`config.mk`:
```
export PLATFORM = sky130hd
export DESIGN_NAME = eagen_top
export DESIGN_NICKNAME = d
export VERILOG_FILES = /design/src/rtl/eagen_pkg.sv /design/src/rtl/eag_sext.sv /design/src/rtl/eag_calc.sv /design/src/rtl/eag_seq.sv /design/src/rtl/eagen_top.sv
export SDC_FILE = /design/constraint.sdc
export NUM_CORES = 1
export LEC_CHECK = 0
export BUFFER_PORTS_ARGS = -buffer_cell sky130_fd_sc_hd__clkbuf_2
export CAP_MARGIN = 40
export CELL_PAD_IN_SITES_DETAIL_PLACEMENT = 0
export CELL_PAD_IN_SITES_GLOBAL_PLACEMENT = 2
export CORE_MARGIN = 2
export CORE_UTILIZATION = 33
export DETAILED_ROUTE_END_ITERATION = 8
export PLACE_DENSITY = 0.87
export SYNTH_ARGS = -nofsm -noshare
export SYNTH_HDL_FRONTEND = slang
export SYNTH_SLANG_ARGS = --single-unit
```
`constraint.sdc`:
```
create_clock -name clk -period 8.6 [get_ports clk]
set_input_delay 0.43 -clock clk [delete_from_list [all_inputs] [get_ports clk]]
set_output_delay 0.43 -clock clk [all_outputs]
set_load 0.005 [all_outputs]
```
`src/rtl/eagen_pkg.sv`:
```
`timescale 1ns/1ps
package eagen_pkg;
  typedef enum logic [3:0] {
    AM_IMM   = 4'd0,
    AM_REG   = 4'd1,
    AM_ABS   = 4'd2,
    AM_RIND  = 4'd3,
    AM_MIND  = 4'd4,
    AM_IDX   = 4'd5,
    AM_BIDX  = 4'd6,
    AM_BIDXO = 4'd7,
    AM_PCREL = 4'd8,
    AM_AINC  = 4'd9,
    AM_ADEC  = 4'd10
  } am_e;

  typedef enum logic [1:0] {
    EK_MEM = 2'd0,
    EK_IMM = 2'd1,
    EK_REG = 2'd2
  } ek_e;
endpackage

```
`src/rtl/eag_sext.sv`:
```
`timescale 1ns/1ps
module eag_sext #(
  parameter int IW = 16,
  parameter int OW = 32
) (
  input  logic [IW-1:0] din,
  output logic [OW-1:0] dout
);
  generate
    if (OW > IW) begin : g_ext
      assign dout = {{(OW-IW){din[IW-1]}}, din};
    end else begin : g_cut
      assign dout = din[OW-1:0];
    end
  endgenerate
endmodule

```
`src/rtl/eag_calc.sv`:
```
`timescale 1ns/1ps
module eag_calc
  import eagen_pkg::*;
#(
  parameter int AW = 32,
  parameter int RW = 4
) (
  input  logic [3:0]    mode,
  input  logic [RW-1:0] ra,
  input  logic [AW-1:0] va,
  input  logic [AW-1:0] vb,
  input  logic [AW-1:0] dx,
  input  logic [AW-1:0] pc,
  input  logic [1:0]    opsize,
  output logic [AW-1:0] ea,
  output logic [1:0]    kind,
  output logic          wb,
  output logic [AW-1:0] wbv,
  output logic          needs_mem
);
  logic [AW-1:0] step;
  logic [AW-1:0] post;
  logic [AW-1:0] pre;

  always_comb begin
    step = '0;
    case (opsize)
      2'd0:    step[2:0] = 3'd1;
      2'd1:    step[2:0] = 3'd2;
      default: step[2:0] = 3'd4;
    endcase
  end

  assign post = va + step;
  assign pre  = va - step;

  always_comb begin
    ea        = '0;
    kind      = EK_MEM;
    wb        = 1'b0;
    wbv       = post;
    needs_mem = 1'b0;
    case (mode)
      AM_IMM:   begin ea = dx; kind = EK_IMM; end
      AM_REG:   begin ea = {{(AW-RW){1'b0}}, ra}; kind = EK_REG; end
      AM_ABS:   ea = dx;
      AM_RIND:  ea = va;
      AM_MIND:  needs_mem = 1'b1;
      AM_IDX:   ea = dx + va;
      AM_BIDX:  ea = va + vb;
      AM_BIDXO: ea = dx + va + vb;
      AM_PCREL: ea = pc + dx;
      AM_AINC:  begin ea = va; wb = 1'b1; wbv = post; end
      AM_ADEC:  begin ea = pre; wb = 1'b1; wbv = pre; end
      default:  ea = '0;
    endcase
  end
endmodule

```
`src/rtl/eag_seq.sv`:
```
`timescale 1ns/1ps
module eag_seq
  import eagen_pkg::*;
#(
  parameter int AW = 32,
  parameter int RW = 4
) (
  input  logic          clk,
  input  logic          rst,
  input  logic          start,
  input  logic          needs_mem,
  input  logic [AW-1:0] c_ea,
  input  logic [1:0]    c_kind,
  input  logic          c_wb,
  input  logic [AW-1:0] c_wbv,
  input  logic [RW-1:0] ra,
  input  logic [AW-1:0] dx,
  input  logic          mem_ack,
  input  logic [AW-1:0] mem_rdata,
  output logic [AW-1:0] ea,
  output logic [1:0]    kind,
  output logic          done,
  output logic          wb_en,
  output logic [RW-1:0] wb_sel,
  output logic [AW-1:0] wb_val,
  output logic          mem_req,
  output logic [AW-1:0] mem_addr
);
  typedef enum logic {ST_IDLE, ST_WAIT} st_e;
  st_e st;

  always_ff @(posedge clk) begin
    if (rst) begin
      st       <= ST_IDLE;
      ea       <= '0;
      kind     <= EK_MEM;
      done     <= 1'b0;
      wb_en    <= 1'b0;
      wb_sel   <= '0;
      wb_val   <= '0;
      mem_req  <= 1'b0;
      mem_addr <= '0;
    end else begin
      done  <= 1'b0;
      wb_en <= 1'b0;
      case (st)
        ST_IDLE: begin
          if (start) begin
            if (needs_mem) begin
              mem_req  <= 1'b1;
              mem_addr <= dx;
              st       <= ST_WAIT;
            end else begin
              ea     <= c_ea;
              kind   <= c_kind;
              done   <= 1'b1;
              wb_en  <= c_wb;
              wb_sel <= ra;
              wb_val <= c_wbv;
            end
          end
        end
        default: begin
          if (mem_ack) begin
            mem_req <= 1'b0;
            ea      <= mem_rdata;
            kind    <= EK_MEM;
            done    <= 1'b1;
            st      <= ST_IDLE;
          end
        end
      endcase
    end
  end
endmodule

```
`src/rtl/eagen_top.sv`:
```
`timescale 1ns/1ps
module eagen_top #(
  parameter int AW = 32,
  parameter int DW = 16,
  parameter int RW = 4
) (
  input  logic          clk,
  input  logic          rst,
  input  logic          start,
  input  logic [3:0]    mode,
  input  logic [RW-1:0] ra,
  input  logic [RW-1:0] rb,
  input  logic [DW-1:0] disp,
  input  logic [AW-1:0] pc,
  input  logic [1:0]    opsize,
  output logic [RW-1:0] rfa_sel,
  input  logic [AW-1:0] rfa_val,
  output logic [RW-1:0] rfb_sel,
  input  logic [AW-1:0] rfb_val,
  output logic          wb_en,
  output logic [RW-1:0] wb_sel,
  output logic [AW-1:0] wb_val,
  output logic          mem_req,
  output logic [AW-1:0] mem_addr,
  input  logic          mem_ack,
  input  logic [AW-1:0] mem_rdata,
  output logic [AW-1:0] ea,
  output logic [1:0]    kind,
  output logic          done
);
  logic [AW-1:0] dx;
  logic [AW-1:0] c_ea;
  logic [1:0]    c_kind;
  logic          c_wb;
  logic [AW-1:0] c_wbv;
  logic          c_mem;

  assign rfa_sel = ra;
  assign rfb_sel = rb;

  eag_sext #(.IW(DW), .OW(AW)) u_sext (.din(disp), .dout(dx));

  eag_calc #(.AW(AW), .RW(RW)) u_calc (
    .mode(mode), .ra(ra), .va(rfa_val), .vb(rfb_val), .dx(dx), .pc(pc),
    .opsize(opsize), .ea(c_ea), .kind(c_kind), .wb(c_wb), .wbv(c_wbv),
    .needs_mem(c_mem)
  );

  eag_seq #(.AW(AW), .RW(RW)) u_seq (
    .clk(clk), .rst(rst), .start(start), .needs_mem(c_mem),
    .c_ea(c_ea), .c_kind(c_kind), .c_wb(c_wb), .c_wbv(c_wbv),
    .ra(ra), .dx(dx), .mem_ack(mem_ack), .mem_rdata(mem_rdata),
    .ea(ea), .kind(kind), .done(done), .wb_en(wb_en), .wb_sel(wb_sel),
    .wb_val(wb_val), .mem_req(mem_req), .mem_addr(mem_addr)
  );
endmodule

```
Word-level counts from Yosys, hierarchy flattened
Cells that the tools add are included.

word-level totals
  bits in registers = 90
  output and inout bits = 113
  logic and storage cells = 69

cells by class
  add/sub/neg operators = 6
  equality and inequality tests = 13
  muxes and demuxes = 26
  bitwise gates (word level) = 3
  reductions and logical operators = 12

operators with widths
  kind                                                 count
  one-hot mux 32 bit (8 select lines)                  1
  two-way mux 32 bit                                   5
  adder 32 bit                                         4
  adder 32 x 3 -> 32 bit                               1
  subtractor 32 x 3 -> 32 bit                          1
  equality test 4 x 3 -> 1 bit, second input constant  4
  two-way mux 1 bit                                    14
  equality test 4 bit, second input constant           3
  AND reduction 3 bit                                  4
  equality test 4 x 2 -> 1 bit, second input constant  2
  two-way mux 2 bit                                    4
  one-hot mux 3 bit (2 select lines)                   1
  OR reduction 2 bit                                   3
  equality test 4 x 1 -> 1 bit, second input constant  1
  logical NOT 4 bit                                    1
  one-hot mux 2 bit (2 select lines)                   1
  nonzero test 2 bit                                   2
  OR reduction 4 bit                                   1
  NOT 1 bit                                            3
  equality test 2 x 1 -> 1 bit, second input constant  1
  logical NOT 2 bit                                    1
  != test 2 x 1 -> 1 bit, second input constant        1
  != test 2 bit, second input constant                 1

Depth between registers and ports, before layout
  depth in word-level cells = 7
  gate-level depth with buffers = 22
  mapped depth without buffers = 22

Cells and area by module
Synthesis repeated with hierarchy kept, for this count alone.

second synthesis, totals
  cells, all modules = 1714
  area total of the unflattened synthesis = 12293.0 um2

by module, submodules not included
  module     instances  cells each  area each (um2)
  eag_calc   1          1206        7965.1
  eag_seq    1          468         4027.6
  eag_sext   1          32          240.2
  eagen_top  1          8           60.1

Worst setup path after synthesis
Ideal clock, no wire load.

  path type = input -> register
  from = input port disp[0]
  to = register u_seq.ea[23]
  arrival = 4580 ps
  slack = 3905 ps
  stages on the path = 21
  buffers on the path = 0
  cells stage by stage = ha_1 -> fa_1 -> a21oi_1 -> nand4b_1 -> a31oi_1 -> o31ai_1 -> a31o_2 -> o21ba_2 -> o21bai_1 -> xnor2_1 -> o21ai_0 -> ha_1 -> nand2_1 -> o21ai_0 -> o41ai_1 -> o31ai_1 -> a311oi_2 -> xnor2_1 -> a2111oi_0 -> o221ai_1 -> o21a_1

between the ends
  longest elaborated chain between the ends = 6
  elaborated cells on any way between the ends = 7

RTL lines
  what                                   line                            source
  from (decl)                            eagen_top.sv:13                 input logic [DW-1:0] disp,
  adder 32 bit                           eag_calc.sv:49, eag_calc.sv:51
  adder 32 bit                           eag_calc.sv:51                  AM_BIDXO: ea = dx + va + vb;
  one-hot mux 32 bit (8 select lines) *  eag_calc.sv:43                  case (mode)
  two-way mux 32 bit *                   eag_seq.sv:49                   if (needs_mem) begin
  two-way mux 32 bit *                   eag_seq.sv:48                   if (start) begin
  two-way mux 32 bit *                   eag_seq.sv:46                   case (st)
  to (signal assigned)                   eag_seq.sv:66                   ea <= mem_rdata;
  to (decl)                              eag_seq.sv:20                   output logic [AW-1:0] ea,

Every way passes the cells marked *; elsewhere a longest branch is shown, timed or not. The select of a mux whose other input is x is not followed.
A chain may end at the register's enable or synchronous reset.

Worst setup path in the final report
  from = input port mode[2]
  to = register u_seq.ea[23]

between the ends
  longest elaborated chain between the ends = 6
  elaborated cells on any way between the ends = 20

RTL lines
  what                                                        line             source
  from (decl)                                                 eagen_top.sv:10  input logic [3:0] mode,
  equality test 4 x 2 -> 1 bit, or another cell as far along  eag_calc.sv:43
  OR reduction 2 bit (no line)                                n/a
  one-hot mux 32 bit (8 select lines)                         eag_calc.sv:43
  two-way mux 32 bit                                          eag_seq.sv:49
  two-way mux 32 bit                                          eag_seq.sv:48
  two-way mux 32 bit                                          eag_seq.sv:46

Parallel ways exist; a longest one is shown, timed or not. The select of a mux whose other input is x is not followed.

==> impl_metrics.yaml <==
placed_design:
  place_area_sq_um: 12900
  port_buffers: 266
  place_congestion: 0.982
  hpwl_mm: 39.8
  dpl_worst_slack_ns: 2.73
  dp.cells: 2223
worst_setup_path:
  worstSetupEndpointType: "flip-flop"
  crit_path_start_kind: "input pin"
  crit_slowest_cell: "a211oi_1"
  arrival_ns: 5.89
  worstPathCellList: "clkbuf_2 > nor2b_1 > and2_0 > buf_4 > nand2_1 > buf_4 > mux2_2 > ha_1 > a211oi_1 > o211ai_1 > a211oi_1 > o31ai_1 > a311oi_2 > xnor2_1 > a2111oi_0 > o221ai_1 > o21a_1"
  critPathKind: "input pin to flip-flop"
  slowest_delay_ns: 0.56
  worstRegToRegCells: 12
  endpoint: "u_seq.ea[23]"
  cp_max_fo: 55
  worstPathRequired_ns: 8.86
  crit_start: "mode[2]"
  r2r-start: "u_seq.st"
  timing.rr.end: "u_seq.ea[29]"
  rrSetupSlack_ns: 5.09
routing:
  drt_iter0_markers: 1381
  drt.antenna.violating_nets: 0
  drc: 0
  viasPerCell: 5.92
  num_vias: 13300
  finalWirelength_mm: 50.5
  wl_per_cell_um: 22.6
  dr.pass1.iters: 5
synthesis:
  synthArstFlopShare_pct: 0
  syn_area_sq_um: 11400
  synthTopCellsByCount: "nand2_1, a21oi_1, nor2_1"
  yosys.cell_types.count: 84
  synth_top_area_share_pct: 15.8
  ys_ff_latch: 90
  synthTopCellsByArea: "dfxtp_1, ha_1, a21oi_1"
  synth.largest_area_cell: "dfxtp_1"
  synth_nets: 1883
  synth_cells: 1615
  synth_ff_type: "dfxtp_1"
  synth_edf_count: 0
  yosysSeqAreaShare_pct: 15.8
  syn_area_per_cell_sq_um: 7.04
  synth_warnings: 0
  yosysMostFrequentCell: "nand2_1"
sta:
  setup_viol: 0
  maxSlewViolCount: 0
  worst_slew_pin_slew_ns: 0.986
  hold_ws_ns: 0.327
  maxSlewHeadroom_pct: 33.6
  finClkSkew_ns: 0.0195
  worst_slack_ns: 2.98
  rsz0062_at_grt: "no"
  finalHoldViolations: 0
  period_minus_slack_ns: 5.62
  timing.final.crit_share_pct: 65.4
  fmax_ghz: 0.178
  final.setup.tns_ns: 0
pwr:
  p_total_mw: 1.66
  switching_share_pct: 42.2
  p_int_mw: 0.961
  p_per_area_nw_per_um2: 126
  clkPwrFrac_pct: 26.8
  p_sw_mw: 0.701
  combPwrFrac_pct: 45.7
  p_leak_nw: 5.74
  ir_drop_mv: 0.0770
  pwr-share-seq_pct: 27.5
floorplan:
  core_area_sq_um: 33700
  std_cell_rows: 67
  io_pins: 275
  floorplan.die_area_sq_um: 36000
  initial_core_util_pct: 33.7
  fp.dieW_um: 190
  die_h_um: 190
global_route:
  grt_max_degree: 77
  grt_pass1_vias: 12100
  grt_use_total_pct: 27.3
  grt_antenna_before_repair: 1
  grt_overflow: 0
  grt_first_pass_wirelength_mm: 74.8
cts:
  clock-sinks: 90
  ctsHoldBuffers: 0
  cts_buffers: 9
  clockRootBuffer: "clkbuf_16"
  cts_tree: "done"
  cts_setup_buffers: 0
  h-tree-depth: 3
  insertion_delay_ns: 0.38
  clk_pin_slew_ns: 0.07
  cts_resized: 0
  clockBufferDepth: 2
hold_path:
  holdCritPathClass: "input pin to flip-flop"
finish:
  stdcell_count: 2239
  fin_nets: 2054
  design_area_sq_um: 13200
  drive_gt1_share_pct: 18.6
  n_antenna_cell: 0
  fill_cells: 3716
  area_growth_pct: 16.1
  fin_util_pct: 39.2
job:
  maxCapViolCount: 0
status:
  status: "completed"
## cell type report
type	instances	area [sq um]	area share, %
multi-input combinational	1358	8850	67.0
clock inverter	6	80.1	0.606
inverter	39	146	1.11
tap	448	561	4.24
clock buffer	10	239	1.81
timing repair buffer	288	1530	11.6
sequential	90	1800	13.7
## power by group through the flow
stage	logic, mW	registers (mW)	clock network, mW
final	0.759	0.457	0.446
after global routing	0.830	0.459	0.466
after CTS	0.743	0.456	0.456
after detailed placement	0.739	0.466	0
after global placement	0.738	0.465	0
after floorplan	0.480	0.463	0
## state kept, by name, summed over array words and instances, names as in the netlist
signal	flops
u_seq.wb_en	1
u_seq.mem_req	1
u_seq.wb_val	32
u_seq.done	1
u_seq.kind	2
u_seq.ea	32
u_seq.wb_sel	4
u_seq.mem_addr	16
u_seq.st	1
## cells by family after synthesis
kind of cell,synth area share (%)
fa+ha+maj,12.0
mux,1.76
flops,15.8
buf+inv,6.60
simple gates,23.7
compound gates,31.5
xor+xnor,8.59
## per-layer routing
metal  GRT usage [%]  vias to the layer above  wire (um)
li1                -                     6318          -
met1            41.7                     6191      24100
met2            37.9                      684      20100
met3            5.40                       62       5050
met4            8.14                        0       1250
met5               0                        -          0
## worst min path at each step
stage / start / endpoint / slack, ns / depth (start not counted)
2_1_floorplan: u_seq.wb_val[25] / u_seq.wb_val[25] / 0.45 / 2
3_3_place_gp: u_seq.wb_val[21] / u_seq.wb_val[21] / 0.44 / 2
6_report: mem_rdata[3] / u_seq.ea[3] / 0.33 / 3
3_5_place_dp: u_seq.wb_val[7] / u_seq.wb_val[7] / 0.45 / 2
4_1_cts: mem_rdata[5] / u_seq.ea[5] / 0.32 / 3
5_1_grt: mem_rdata[3] / u_seq.ea[3] / 0.33 / 3
## worst max-delay path: cells and delay by family
family	cells	cell delay (ns)
adder cells (fa/ha/maj)	1	0.29
buffers and inverters	3	0.86
AO/OA/AOI/OAI	8	2.89
multiplexers	1	0.36
AND/OR/NAND/NOR	3	0.80
XOR/XNOR	1	0.21
## cell usage in the layout (no fill, tap or decap), types with 12 or more instances in the layout
cell	count
xor2_1	42
nand2b_1	22
nor2b_1	13
and3_1	21
o211ai_1	14
nor2_1	115
xnor2_1	67
o21ai_0	105
dfxtp_1	89
nand2_1	220
a211oi_1	32
a31oi_1	22
ha_1	101
clkbuf_2	265
nor4_1	18
a21oi_1	180
buf_4	20
nor3_1	45
nand3_1	40
o22ai_1	15
a21o_1	36
o21bai_1	12
nand4_1	19
inv_1	39
a221oi_1	22
o221ai_1	16
No activity file was read; power rests on OpenSTA's default activity.
